`src/rtl/adc_seq_pkg.sv`:
```
package adc_seq_pkg;
  localparam int SEQ_TIMERS = 2;
  localparam int SEQ_EVTS   = 8;
  localparam int SEQ_TW     = 16;
  localparam int SEQ_CSLEN  = 16;
  localparam int SEQ_WARMUP = 3;

  typedef enum logic {TMR_IDLE = 1'b0, TMR_RUN = 1'b1} tmr_state_e;
endpackage

```
`src/rtl/evt_timer.sv`:
```
module evt_timer #(
  parameter int N_EVT = 8,
  parameter int TW    = 16
) (
  input  logic                       clk,
  input  logic                       rst_n,
  input  logic                       en,
  input  logic                       trig,
  input  logic [N_EVT-1:0]           ev_ena,
  input  logic [N_EVT-1:0][TW-1:0]   ev_time,
  input  logic [N_EVT-1:0]           served_set,
  output logic [N_EVT-1:0]           match_o,
  output logic                       accept_o,
  output logic                       finish_o
);
  import adc_seq_pkg::*;

  localparam logic [TW-1:0] CNT_MAX = '1;

  tmr_state_e        st_q, st_d;
  logic [TW-1:0]     cnt_q, cnt_d;
  logic [N_EVT-1:0]  hit_q, hit_d;
  logic [N_EVT-1:0]  srv_q, srv_d;
  logic              running;

  assign running  = (st_q == TMR_RUN);
  assign accept_o = en && trig && !running;
  assign finish_o = running && (&(srv_q | ~ev_ena));

  always_comb begin
    for (int e = 0; e < N_EVT; e++) begin
      match_o[e] = running && ev_ena[e] && !hit_q[e] && (cnt_q == ev_time[e]);
    end
  end

  always_comb begin
    st_d  = st_q;
    cnt_d = cnt_q;
    hit_d = hit_q | match_o;
    srv_d = srv_q | served_set;
    if (!en) begin
      st_d  = TMR_IDLE;
      cnt_d = '0;
      hit_d = '0;
      srv_d = '0;
    end else if (accept_o) begin
      st_d  = TMR_RUN;
      cnt_d = '0;
      hit_d = '0;
      srv_d = '0;
    end else if (finish_o) begin
      st_d  = TMR_IDLE;
    end else if (running && cnt_q != CNT_MAX) begin
      cnt_d = cnt_q + 1'b1;
    end
  end

  always_ff @(posedge clk or negedge rst_n) begin
    if (!rst_n) begin
      st_q  <= TMR_IDLE;
      cnt_q <= '0;
      hit_q <= '0;
      srv_q <= '0;
    end else begin
      st_q  <= st_d;
      cnt_q <= cnt_d;
      hit_q <= hit_d;
      srv_q <= srv_d;
    end
  end

  // a trigger seen mid-schedule must not pull the count back to zero
  assert_retrig_ignored_R9: assert property (@(posedge clk) disable iff (!rst_n)
    (en && running && trig && !finish_o) |=> (cnt_q != '0));

  // a finished schedule leaves the timer idle
  assert_finish_idle_R7: assert property (@(posedge clk) disable iff (!rst_n)
    (en && finish_o) |=> (st_q == TMR_IDLE));
endmodule

```
`src/rtl/cs_arbiter.sv`:
```
module cs_arbiter #(
  parameter int N      = 16,
  parameter int CS_LEN = 16
) (
  input  logic                 clk,
  input  logic                 rst_n,
  input  logic                 en,
  input  logic                 warm_ok,
  input  logic [N-1:0]         match,
  output logic                 cs_n,
  output logic [$clog2(N)-1:0] cs_idx,
  output logic [N-1:0]         done_vec
);
  localparam int IW = $clog2(N);
  localparam int CW = $clog2(CS_LEN + 1);
  localparam logic [CW-1:0] LOAD = CW'(CS_LEN - 1);

  logic [N-1:0]  pend_q, pend_d;
  logic          busy_q, busy_d;
  logic [CW-1:0] len_q, len_d;
  logic [IW-1:0] idx_q, idx_d;
  logic [N-1:0]  req;
  logic [IW-1:0] pick;
  logic          grant, frame_end;

  assign req       = pend_q | match;
  assign frame_end = busy_q && (len_q == '0);
  assign grant     = en && !busy_q && warm_ok && (|req);

  always_comb begin
    pick = '0;
    for (int i = N - 1; i >= 0; i--) begin
      if (req[i]) pick = IW'(i);
    end
  end

  always_comb begin
    done_vec = '0;
    if (frame_end) done_vec[idx_q] = 1'b1;
  end

  always_comb begin
    pend_d = req;
    busy_d = busy_q;
    len_d  = len_q;
    idx_d  = idx_q;
    if (!en) begin
      pend_d = '0;
      busy_d = 1'b0;
      len_d  = '0;
    end else if (grant) begin
      pend_d       = req;
      pend_d[pick] = 1'b0;
      busy_d       = 1'b1;
      len_d        = LOAD;
      idx_d        = pick;
    end else if (frame_end) begin
      busy_d = 1'b0;
    end else if (busy_q) begin
      len_d = len_q - 1'b1;
    end
  end

  always_ff @(posedge clk or negedge rst_n) begin
    if (!rst_n) begin
      pend_q <= '0;
      busy_q <= 1'b0;
      len_q  <= '0;
      idx_q  <= '0;
    end else begin
      pend_q <= pend_d;
      busy_q <= busy_d;
      len_q  <= len_d;
      if (grant) idx_q <= idx_d;
    end
  end

  assign cs_n   = !busy_q;
  assign cs_idx = idx_q;

  // a frame never opens before the warm-up has elapsed
  assert_grant_warm_R2: assert property (@(posedge clk) disable iff (!rst_n)
    $rose(busy_q) |-> $past(warm_ok));

  // a frame opens only for an event that was due or waiting
  assert_grant_req_R5: assert property (@(posedge clk) disable iff (!rst_n)
    $rose(busy_q) |-> $past(|req));

  // a frame lasts longer than one clock and its index is steady
  assert_frame_len_R4: assert property (@(posedge clk) disable iff (!rst_n)
    (en && $rose(busy_q)) |=> (busy_q && $stable(idx_q)));
endmodule

```
`src/rtl/adc_evt_seq.sv`:
```
module adc_evt_seq
  import adc_seq_pkg::*;
#(
  parameter int N_TMR  = SEQ_TIMERS,
  parameter int N_EVT  = SEQ_EVTS,
  parameter int TW     = SEQ_TW,
  parameter int CS_LEN = SEQ_CSLEN,
  parameter int WARMUP = SEQ_WARMUP
) (
  input  logic                             clk,
  input  logic                             rst_n,
  input  logic                             en,
  input  logic [N_TMR-1:0]                 trig,
  input  logic                             cfg_we,
  input  logic [$clog2(N_TMR*N_EVT)-1:0]   cfg_idx,
  input  logic [TW-1:0]                    cfg_time,
  input  logic                             cfg_ena,
  input  logic [N_TMR*N_EVT-1:0]           st_w1c,
  output logic                             cs_n,
  output logic [$clog2(N_TMR*N_EVT)-1:0]   cs_evt,
  output logic [N_TMR*N_EVT-1:0]           evt_status,
  output logic                             done_flag
);
  localparam int NE = N_TMR * N_EVT;
  localparam int WW = $clog2(WARMUP + 1);
  localparam logic [WW-1:0] WARM_END = WW'(WARMUP);

  logic [NE-1:0][TW-1:0] ev_time_q;
  logic [NE-1:0]         ev_ena_q;
  logic [WW-1:0]         warm_q, warm_d;
  logic                  warm_ok;
  logic [NE-1:0]         match_all, done_vec, tmr_clr;
  logic [NE-1:0]         stat_q, stat_d;
  logic                  flag_q, flag_d;
  logic [N_TMR-1:0]      acc, fin;

  // event configuration store
  always_ff @(posedge clk or negedge rst_n) begin
    if (!rst_n) begin
      ev_time_q <= '0;
      ev_ena_q  <= '0;
    end else if (cfg_we) begin
      ev_time_q[cfg_idx] <= cfg_time;
      ev_ena_q[cfg_idx]  <= cfg_ena;
    end
  end

  // warm-up counter gating the first chip-select
  assign warm_ok = (warm_q == WARM_END);
  always_comb begin
    warm_d = warm_q;
    if (!en)          warm_d = '0;
    else if (!warm_ok) warm_d = warm_q + 1'b1;
  end

  genvar t;
  generate
    for (t = 0; t < N_TMR; t++) begin : g_tmr
      evt_timer #(.N_EVT(N_EVT), .TW(TW)) u_tmr (
        .clk        (clk),
        .rst_n      (rst_n),
        .en         (en),
        .trig       (trig[t]),
        .ev_ena     (ev_ena_q[t*N_EVT +: N_EVT]),
        .ev_time    (ev_time_q[t*N_EVT +: N_EVT]),
        .served_set (done_vec[t*N_EVT +: N_EVT]),
        .match_o    (match_all[t*N_EVT +: N_EVT]),
        .accept_o   (acc[t]),
        .finish_o   (fin[t])
      );
      assign tmr_clr[t*N_EVT +: N_EVT] = {N_EVT{acc[t]}};
    end
  endgenerate

  cs_arbiter #(.N(NE), .CS_LEN(CS_LEN)) u_arb (
    .clk      (clk),
    .rst_n    (rst_n),
    .en       (en),
    .warm_ok  (warm_ok),
    .match    (match_all),
    .cs_n     (cs_n),
    .cs_idx   (cs_evt),
    .done_vec (done_vec)
  );

  // status bits and shared completion flag
  always_comb begin
    stat_d = ((stat_q & ~st_w1c) & ~tmr_clr) | done_vec;
    flag_d = flag_q;
    if (|acc)      flag_d = 1'b0;
    else if (|fin) flag_d = 1'b1;
    if (!en) begin
      stat_d = '0;
      flag_d = 1'b0;
    end
  end

  always_ff @(posedge clk or negedge rst_n) begin
    if (!rst_n) begin
      warm_q <= '0;
      stat_q <= '0;
      flag_q <= 1'b0;
    end else begin
      warm_q <= warm_d;
      stat_q <= stat_d;
      flag_q <= flag_d;
    end
  end

  assign evt_status = stat_q;
  assign done_flag  = flag_q;

  // the flag only rises after some timer completed its schedule
  assert_flag_src_R7: assert property (@(posedge clk) disable iff (!rst_n)
    $rose(done_flag) |-> $past(|fin));

  // a disabled block is silent on the next edge
  assert_off_quiet_R11: assert property (@(posedge clk) disable iff (!rst_n)
    !en |=> (cs_n && !done_flag && (evt_status == '0)));

  // an accepted trigger leaves the flag low
  assert_trig_clears_R8: assert property (@(posedge clk) disable iff (!rst_n)
    (en && |acc) |=> !done_flag);
endmodule

```
`config.mk`:
```
export PLATFORM = sky130hd
export DESIGN_NAME = adc_evt_seq
export DESIGN_NICKNAME = d
export VERILOG_FILES = /design/src/rtl/adc_seq_pkg.sv /design/src/rtl/evt_timer.sv /design/src/rtl/cs_arbiter.sv /design/src/rtl/adc_evt_seq.sv
export SDC_FILE = /design/constraint.sdc
export NUM_CORES = 1
export LEC_CHECK = 0
export BUFFER_PORTS_ARGS = -buffer_cell sky130_fd_sc_hd__buf_4
export CAP_MARGIN = 40
export CORE_MARGIN = 4
export CORE_UTILIZATION = 56
export DETAILED_ROUTE_END_ITERATION = 8
export HOLD_SLACK_MARGIN = 0.03
export PLACE_DENSITY = 0.76
export SYNTH_ARGS = -nofsm -noshare
export SYNTH_HDL_FRONTEND = slang
export SYNTH_SLANG_ARGS = --single-unit
```
`constraint.sdc`:
```
create_clock -name clk -period 2.5 [get_ports clk]
set_input_delay 0.125 -clock clk [delete_from_list [all_inputs] [get_ports clk]]
set_output_delay 0.125 -clock clk [all_outputs]
set_load 0.02 [all_outputs]
```
==> run metrics, run 1 <==
outcome finished, violations left; failing checks setup timing; unrepaired setup endpoints after global routing yes; row cnt 66; Crit Path Max Fanout 7; Root Buffer Master clkbuf_16; DR pass1 iterations 5; final wirelength 53400 um; final setup fails 22; Initial Util 0.573; EDFF count, synth 0; PD cells 763 nW/um2; Final GP Congestion 0.899; Die ar. between 30000 and 40000 um2; Layout Nets 1907; top_reg_cell synth dfrtp_1; Residual DRC 0; syn avg cell area 11.8 um2; Seq/Total Area, Yosys 0.511; Fin Hold WS 26.7 ps; #FFs+latches synth 383; number of global-route vias before repair 14300; crit path DAT ~3200 ps; Static Leak 10.5 nW; most frequent cells in the layout dfrtp_1 (367), mux2_2 (268), buf_4 (251); vias per cell around 5.9; port bufs between 60 and 70; clk slew on worst S/H paths approximately 60 ps; die height 191 um; count of pins over their slew limit 0; CP required 2880 ps; Hold Path Sink ev_time_q[193]$_DFFE_PN0P_; clock sinks 383; Fillers about 2000; post-route worst setup slack -341 ps; Tot GR Track Use 0.286; io pins 65; hpwl dp 33900 um; synthesized cell area between 15000 and 20000 um2; Post-Syn Nets 1639; Reg2Reg Setup Slack -340 ps; post-synth top area cell dfrtp_1; Synth top area share 0.511; htree depth 2; first-pass GRT wire length 80600 um; Synth area leaders dfrtp_1 (51%), mux2_2 (16%), xnor2_1 (6.9%); min-delay src cfg_time[1]; drt wl/cell ~23 um; end of the worst register-to-register path u_arb.pend_q[4]$_DFF_PN0_; commonest non-fill, non-tap cell in the layout dfrtp_1; crit path kind reg -> reg; relative max-transition margin 0.406; Layout area overhead 26.2%; fin crit period between 2000 and 3000 ps; final clock period utilization by the worst path 1.14; n_diodes 0; initial antenna violation count 1; crit end category register; Syn. warnings 0; layout cells sized above 1 0.410; fin area 23700 um2; remaining antenna violation count after routing 0; CTS buffer count 41; R2R depth 9; via count 13800; Startpoint Class register; dpl cell area around 21000 um2; Hold Path Stages 2; Max Cap Viol 0; Skew-Pair Late Insertion Delay 540 ps; Clock Skews 24.5 ps; Synth cell types between 60 and 70; Async SR Flop Fraction 1.00; final hold viol count 0; fmax between 0.3 and 0.4 GHz; TritonCTS clock tree done; grt ovf 0; die width 191 um; synthesized instance count 1592; CTS max path bufs 3; Hold/Removal Path Class in -> reg; worst r2r src g_tmr[1].u_tmr.cnt_q[10]$_DFFE_PN0P_; VDD IR-drop max 0.000529 V; core area around 33000 um2; largest net degree at the start of global routing 70; Worst-Margin Slew 892 ps; final core occ 0.722; Iteration-0 DRC Markers 1308
==> registers in the layout, indices dropped and copies added (netlist names), 2 cells and up <==
name,count
u_arb.len_q,5
warm_q,2
g_tmr.u_tmr.hit_q,16
g_tmr.u_tmr.running,2
u_arb.cs_idx,4
g_tmr.u_tmr.srv_q,16
evt_status,16
ev_time_q,256
g_tmr.u_tmr.cnt_q,32
ev_ena_q,16
u_arb.pend_q,16
==> cell type report <==
type,count,area (um2),share of cell area
multi-input cells,1071,9270,0.391
well taps,442,553,0.0234
inverters,46,173,0.00729
clock inverters,8,93.8,0.00396
flip-flops and latches,383,9600,0.406
clock buffers,63,1220,0.0516
repair buffers,317,2770,0.117
==> metal layers <==
metal / vias to the layer above / global-route usage / routed length [um]
met5: - / 0 / 0
met3: 113 / 0.0495 / 4000
met2: 521 / 0.460 / 25400
met1: 7129 / 0.398 / 22500
li1: 6013 / - / -
met4: 0 / 0.0934 / 1520
==> power by group <==
group	leakage, nW	switching (mW)	internal (mW)	total [mW]
Clock	0.648	2.43	3.56	5.99
Sequential	4.84	0.902	7.29	8.20
Combinational	4.98	1.82	2.05	3.88
Total	10.5	5.16	12.9	18.1
==> stage by stage <==
stage | cells | power, mW | setup WS, ps | setup TNS (ps)
finish | 2330 | 18.1 | -341 | -4350
global route | 2330 | 18.8 | -452 | -6860
floorplan | 1592 | 10.4 | -6.37 | -8.74
CTS | 2305 | 17.8 | -230 | -3200
detailed placement | 2185 | 11.6 | -358 | -6130
global placement | 2184 | 11.4 | -339 | -4710
==> synth_stat cells, types with 6 or more instances <==
cell type,instances
dfrtp_1,383
mux2_2,268
xnor2_1,147
xor2_1,138
nor2_1,127
nand2_1,65
clkbuf_1,53
inv_1,45
nor4_1,40
nand4_1,34
a21oi_1,29
nand3_1,28
nor3_1,27
buf_4,17
o21ai_0,14
buf_6,12
nand2b_1,12
or4_1,12
o32ai_1,11
nor2b_1,10
or3_1,10
nor3b_1,8
o31ai_2,8
buf_2,7
and3_1,6
o22ai_1,6
or4_4,6
==> cell families (layout without fill, tap and decap cells) <==
kind of cell	after synthesis	after routing	share of synthesized area
compound gates	112	112	0.0466
buf+inv	138	434	0.0363
mux	270	270	0.162
xor+xnor	285	285	0.133
flops	383	383	0.511
simple gates	400	400	0.109
fa+ha+maj	4	4	0.00267
==> how the worst max path moves through the flow <==
stage / from / to / slack (ps) / depth (start not counted)
CTS: g_tmr[0].u_tmr.cnt_q[10]$_DFFE_PN0P_ / u_arb.pend_q[8]$_DFF_PN0_ / -230 / 10
global route: g_tmr[0].u_tmr.cnt_q[10]$_DFFE_PN0P_ / u_arb.pend_q[13]$_DFF_PN0_ / -450 / 9
global placement: g_tmr[1].u_tmr.cnt_q[10]$_DFFE_PN0P_ / u_arb.pend_q[13]$_DFF_PN0_ / -340 / 10
finish: g_tmr[1].u_tmr.cnt_q[10]$_DFFE_PN0P_ / u_arb.pend_q[4]$_DFF_PN0_ / -340 / 9
floorplan: g_tmr[1].u_tmr.cnt_q[10]$_DFFE_PN0P_ / u_arb.pend_q[13]$_DFF_PN0_ / -6 / 9
detailed placement: g_tmr[1].u_tmr.cnt_q[13]$_DFFE_PN0P_ / u_arb.pend_q[14]$_DFF_PN0_ / -360 / 8
==> what timing repair did <==
| action | CTS | global route |
|---|---|---|
| endpoints found under the hold margin | 129 | 0 |
| endpoints found under the setup margin | 24 | 35 |
| resized for setup | 82 | 93 |
| hold buffers | 22 | 0 |
| pin swaps | 50 | 49 |
| cloned | 1 | 0 |
| setup buffers | 26 | 27 |
==> critical path, stage by stage, from the launching register on <==
cell,delay [ps]
dfrtp_2,490
buf_4,170
xnor2_1,170
nand4_1,140
or4_4,460
o31a_1,370
a211oi_2,300
o21ai_2,140
a211oi_4,300
a31oi_2,150
Power figures use the tool's default switching activity.
==> run 2, diff against run 1 <==
SETUP_SLACK_MARGIN = 0.1   (was not set)
==> run metrics, run 2 (synthesis gave the netlist of run 1 again) <==
hpwl dp 35000 um (+3.3%); drt wl/cell 23.2 um (+1.4%); fin area 23500 um2 (-0.79%); crit path DAT 3350 ps (+130 ps); Iteration-0 DRC Markers 1277 (-2.4%); row cnt 66 (unchanged); Comb pwr share 0.206 (-0.009); sw frac 0.286 (about the same); final hold viol count 0 (unchanged); Internal 13.2 mW (+2.4%); crit path kind reg -> reg; slowest library cell on the worst path dfrtp_2; count of pins over their slew limit 0 (unchanged); first-pass GRT wire length 81000 um (+0.54%); commonest non-fill, non-tap cell in the layout dfrtp_1; unrepaired setup endpoints after global routing yes; Final Power 18.5 mW (+2.4%); htree depth 2 (unchanged); remaining antenna violation count after routing 0 (unchanged); initial antenna violation count 0 (-1); grt ovf 0 (unchanged); dpl cell area 20900 um2 (+0.29%); dpl ws -408 ps (-49.8 ps); largest net degree at the start of global routing 79 (+13%); CP max stage delay 500 ps (about the same); core area 32800 um2 (unchanged); fin crit period 2950 ps (+108 ps); met2 usage 0.454 (-0.00616); PD cells 787 nW/um2 (+3.2%); Crit Path Max Fanout 8 (+1); worst-path cell chain buf_4, xor2_1, nor4_1, nand2_1, o31a_1, o211ai_1, a211oi_4, buf_6, nor4bb_4, o22ai_1; port bufs 64 (unchanged); Root Buffer Master clkbuf_16; Largest register FFs 256 (unchanged); DR pass1 iterations 5 (unchanged); Static Leak 10.4 nW (-0.37%); die width 191 um (unchanged); crit end category register; layout cells sized above 1 0.390 (-0.0201); fmax 0.339 GHz (-3.7%); GR Util met3 0.0541 (+0.00457); number of global-route vias before repair 14000 (-2.0%); largest registers ev_time_q (256), g_tmr.u_tmr.cnt_q (32); Skew-Pair Late Insertion Delay 540 ps (about the same); Fin Hold WS 39.9 ps (+13.2 ps); met1 Usage GRT 0.415 (+0.0169); Clock power frac 0.347 (+0.015); clk slew on worst S/H paths 60 ps (about the same); VDD IR-drop max 0.000504 V (-4.7%); Worst-Margin Slew 918 ps (+26.0 ps); clock sinks 383 (unchanged); Startpoint Class register; via count 13700 (-0.88%); grt peak-use layer met2; P_sw 5.29 mW (+2.5%); CTS buffer count 42 (+2.4%); final clock period utilization by the worst path 1.18 (+0.0431); die height 191 um (unchanged); Initial Util 0.573 (unchanged); most frequent cells in the layout dfrtp_1 (369), mux2_2 (268), buf_4 (217); final wirelength 53500 um (+0.27%); Die ar. 36500 um2 (unchanged); Clock Skews 12.8 ps (-11.7 ps); vias per cell 5.93 (+0.24%); final setup fails 27 (+23%); Tot GR Track Use 0.287 (+0.00148); Largest Register ev_time_q; Layout Nets 1877 (-1.6%); n_diodes 0 (unchanged); CTS max path bufs 3 (unchanged); io pins 65 (unchanged); failing checks setup timing; CP required 2900 ps (+20 ps); Reg power frac 0.446 (-0.008); Residual DRC 0 (unchanged); Final GP Congestion 0.943 (+4.9%); relative max-transition margin 0.388 (-0.0174); outcome finished, violations left; Layout area overhead 25.2%; Hold/Removal Path Class in -> reg; Max Cap Viol 0 (unchanged); TritonCTS clock tree done; post-route worst setup slack -449 ps (-108 ps)
run 2: cell count changes in the layout (fill, tap and decap cells not counted), moves of 4 or more:
cell,before,now
buf_12,18,23
buf_6,23,17
nor4_2,18,8
clkbuf_1,13,8
buf_4,251,217
nor4_1,20,28
xor2_1,115,136
nor2_1,127,123
nand2_1,55,60
xor2_2,23,2
run 2: layer usage:
| layer | wire (um) | up-vias |
|---|---|---|
| met2 | 24900 | 606 |
| met5 | 0 | - |
| met1 | 23100 | 6963 |
| met3 | 4210 | 110 |
| li1 | - | 5976 |
| met4 | 1360 | 0 |
run 2: per-stage QoR:
step	TNS [ps]	std cells	util
floorplan	0	1592	-
detailed placement	-6160	2169	0.638
CTS	-4380	2287	0.701
finish	-7290	2304	0.717
global placement	-4700	2168	0.637
global route	-9870	2304	0.717
run 2: layout make-up:
class                   instances  area [um2]
clock inverters                17         239
inverters                      46         173
flip-flops and latches        383        9600
clock buffers                  59        1200
repair buffers                286        2590
fillers                      2064        9290
multi-input cells            1071        9130
well taps                     442         553
run 2: power groups by stage:
stage               logic, mW  clock network (mW)  registers (mW)
detailed placement       3.39                   0            8.29
global placement         3.28                   0            8.23
CTS                      3.58                6.48            8.21
floorplan                2.40                   0            8.00
global route             4.09                6.73            8.36
finish                   3.82                6.43            8.26
run 2: path summary, 6_finish.rpt:
kind | end | startpoint | slack (ps) | cells after the start
max | u_arb.pend_q[13]$_DFF_PN0_ | g_tmr[1].u_tmr.cnt_q[8]$_DFFE_PN0P_ | -450 | 10
min | ev_time_q[177]$_DFFE_PN0P_ | cfg_time[1] | 40 | 2
max reg2reg | u_arb.pend_q[13]$_DFF_PN0_ | g_tmr[1].u_tmr.cnt_q[8]$_DFFE_PN0P_ | -450 | 10
min reg2reg | g_tmr[0].u_tmr.srv_q[2]$_DFF_PN0_ | g_tmr[0].u_tmr.srv_q[2]$_DFF_PN0_ | 500 | 2
max in group asynchronous | g_tmr[1].u_tmr.cnt_q[4]$_DFFE_PN0P_ | rst_n | 1540 | 3
min in group asynchronous | ev_time_q[41]$_DFFE_PN0P_ | rst_n | 130 | 2
run 2: worst max-delay path: cells and delay by family, from the launching register on:
kind,cells,cell delay [ps]
AO/OA/AOI/OAI,4,820
buffers and inverters,2,330
XOR/XNOR,1,170
flip-flops,1,500
AND/OR/NAND/NOR,3,970
run 2: what timing repair did:
item	in CTS	in global routing
setup buffers	16	20
hold endpoints to repair	303	0
setup endpoints to repair	34	52
gates cloned	1	0
resized for setup	56	80
hold buffers	25	0
pin swaps	25	34
==> run 3, diff against run 2 <==
CORE_ASPECT_RATIO = 0.9   (was not set)
CORE_UTILIZATION = 25   (was 56)
PLACE_DENSITY = not set   (was 0.76)
==> run metrics, run 3 (synthesis gave the netlist of run 1 again) <==
outcome finished, violations left; failing checks setup timing; grt ovf 0 (unchanged); Startpoint Class register; final wirelength 55500 um (+3.6%); Tot GR Track Use 0.138 (-0.149); Fillers 7327 (+250%); Final Power 18.4 mW (-0.59%); Placed Cells 2718 (+25%); Root Buffer Master clkbuf_16; slowest library cell on the worst path dfrtp_2; unrepaired setup endpoints after global routing yes; area of the multi-input gates 9360 um2 (+2.4%); Initial Util 0.252 (-0.321); Worst-Margin Slew 908 ps (-9.48 ps); CP bufs+invs 1 (-1); worst-path cell chain xnor2_1, nand4_1, or4_4, o31a_1, o211ai_1, a211oi_4, buf_6, nor4bb_4, o22ai_1; final hold viol count 0 (unchanged); largest registers ev_time_q (256), g_tmr.u_tmr.cnt_q (32); clock sinks 383 (unchanged); vias per cell 4.62 (-22%); PD cells 745 nW/um2 (-5.3%); count of pins over their slew limit 0 (unchanged); largest net degree at the start of global routing 72 (-8.9%); Crit Path Max Fanout 6 (-2); DR pass1 iterations 7 (+2); crit end category register; commonest non-fill, non-tap cell in the layout dfrtp_1; Largest Register ev_time_q; remaining antenna violation count after routing 0 (unchanged); final clock period utilization by the worst path 1.11 (-0.0721); row cnt 95 (+44%); FF/Latch Area 9600 um2 (about the same); via count 13300 (-2.5%); final setup fails 23 (-15%); Static Leak 10.7 nW (+2.1%); Layout area overhead 31.4%; number of global-route vias before repair 13900 (-0.66%); Max Cap Viol 0 (unchanged); crit path DAT 3200 ps (-150 ps); Clock Skews 17.9 ps (+5.10 ps); CP required 2940 ps (+40 ps); CP top delay family simple AND/OR/NAND/NOR gates; worst r2r src g_tmr[1].u_tmr.cnt_q[5]$_DFFE_PN0P_; Die ar. 79500 um2 (+120%); io pins 65 (unchanged); die height 268 um (+40%); Setup TNS -3640 ps (+3650 ps); clk slew on worst S/H paths 60 ps (about the same); TritonCTS clock tree done; first-pass GRT wire length 85500 um (+5.5%); port bufs 64 (unchanged); die width 297 um (+55%); Iteration-0 DRC Markers 883 (-31%); CTS buffer count 44 (+4.8%); dpl ws -477 ps (-69.0 ps); layout cells sized above 1 0.420 (+0.0299); CTS max path bufs 3 (unchanged); relative max-transition margin 0.394 (+0.00632); Skew-Pair Late Insertion Delay 570 ps (+30 ps); min-delay src cfg_time[11]; fin crit period 2770 ps (-180 ps); CP startpoint g_tmr[1].u_tmr.cnt_q[5]$_DFFE_PN0P_; most frequent cells in the layout dfrtp_1 (368), mux2_2 (268), buf_4 (249); post-route worst setup slack -269 ps (+180 ps); CP max stage delay 480 ps (-20 ps); crit path kind reg -> reg; VDD IR-drop max 0.000434 V (-14%); Largest register FFs 256 (unchanged); drt wl/cell 19.2 um (-17%); fmax 0.361 GHz (+6.5%); core area 74500 um2 (+130%); Layout Nets 1922 (+2.4%); Finished Layout Cells 2881 (+25%); hpwl dp 38200 um (+9.0%); Residual DRC 0 (unchanged); Hold/Removal Path Class in -> reg; Final GP Congestion 0.884 (-6.3%); htree depth 2 (unchanged); initial antenna violation count 7 (+7)
run 3: changes by cell type in the layout (fill, tap and decap cells not counted), moves of 6 or more:
cell / delta
nand2_2: +6
nor4_2: +9
nor4_1: -11
nand2_1: -10
buf_4: +32
xor2_1: -14
buf_6: +10
xor2_2: +12
run 3: repair_timing:
action                                  in CTS  in global routing
pin swaps                                   41                 63
endpoints found under the setup margin      42                 52
cloned                                       1                  0
setup buffers                               19                 37
resized for setup                           76                106
hold endpoints to repair                   203                  0
hold buffers                                28                  0
run 3: final timing paths:
kind	depth (start not counted)	end	slack, ps
max	9	u_arb.pend_q[9]$_DFF_PN0_	-270
min	2	ev_time_q[203]$_DFFE_PN0P_	50
max reg2reg	9	u_arb.pend_q[9]$_DFF_PN0_	-270
min reg2reg	2	g_tmr[1].u_tmr.hit_q[7]$_DFF_PN0_	500
max in group asynchronous	3	ev_time_q[161]$_DFFE_PN0P_	1460
min in group asynchronous	2	g_tmr[1].u_tmr.srv_q[2]$_DFF_PN0_	160
run 3: layout make-up:
cell class | instances | share of cell area
flip-flops and latches | 383 | 0.389
inverters | 46 | 0.00700
well taps | 970 | 0.0492
clock buffers | 64 | 0.0518
diodes | 3 | 0.000304
repair buffers | 329 | 0.119
multi-input cells | 1071 | 0.379
clock inverters | 15 | 0.00472
run 3: metrics by stage:
stage / hold slack (ps) / util / instance area, um2
2_1_floorplan: -171 / - / 18900
3_3_place_gp: 175 / 0.291 / 21700
3_5_place_dp: 174 / 0.291 / 21700
4_1_cts: 30.0 / 0.320 / 23900
5_1_grt: 31.4 / 0.331 / 24700
6_report: 49.0 / 0.331 / 24700
run 3: power breakdown:
group / internal [mW] / total, mW / switching, mW
Clock: 3.65 / 6.26 / 2.60
Combinational: 2.11 / 3.95 / 1.85
Sequential: 7.29 / 8.18 / 0.890
run 3: worst register-to-register path: cells and delay by family, from the launching register on:
family,cells,cell delay (ps)
AO/OA/AOI/OAI,4,740
XOR/XNOR,1,300
buffers and inverters,1,150
flip-flops,1,480
AND/OR/NAND/NOR,3,950
run 3: layer usage:
layer,wire length [um],GRT usage
met2,24800,0.215
met3,3870,0.0355
met4,1070,0.0371
met5,42,0
met1,25700,0.192
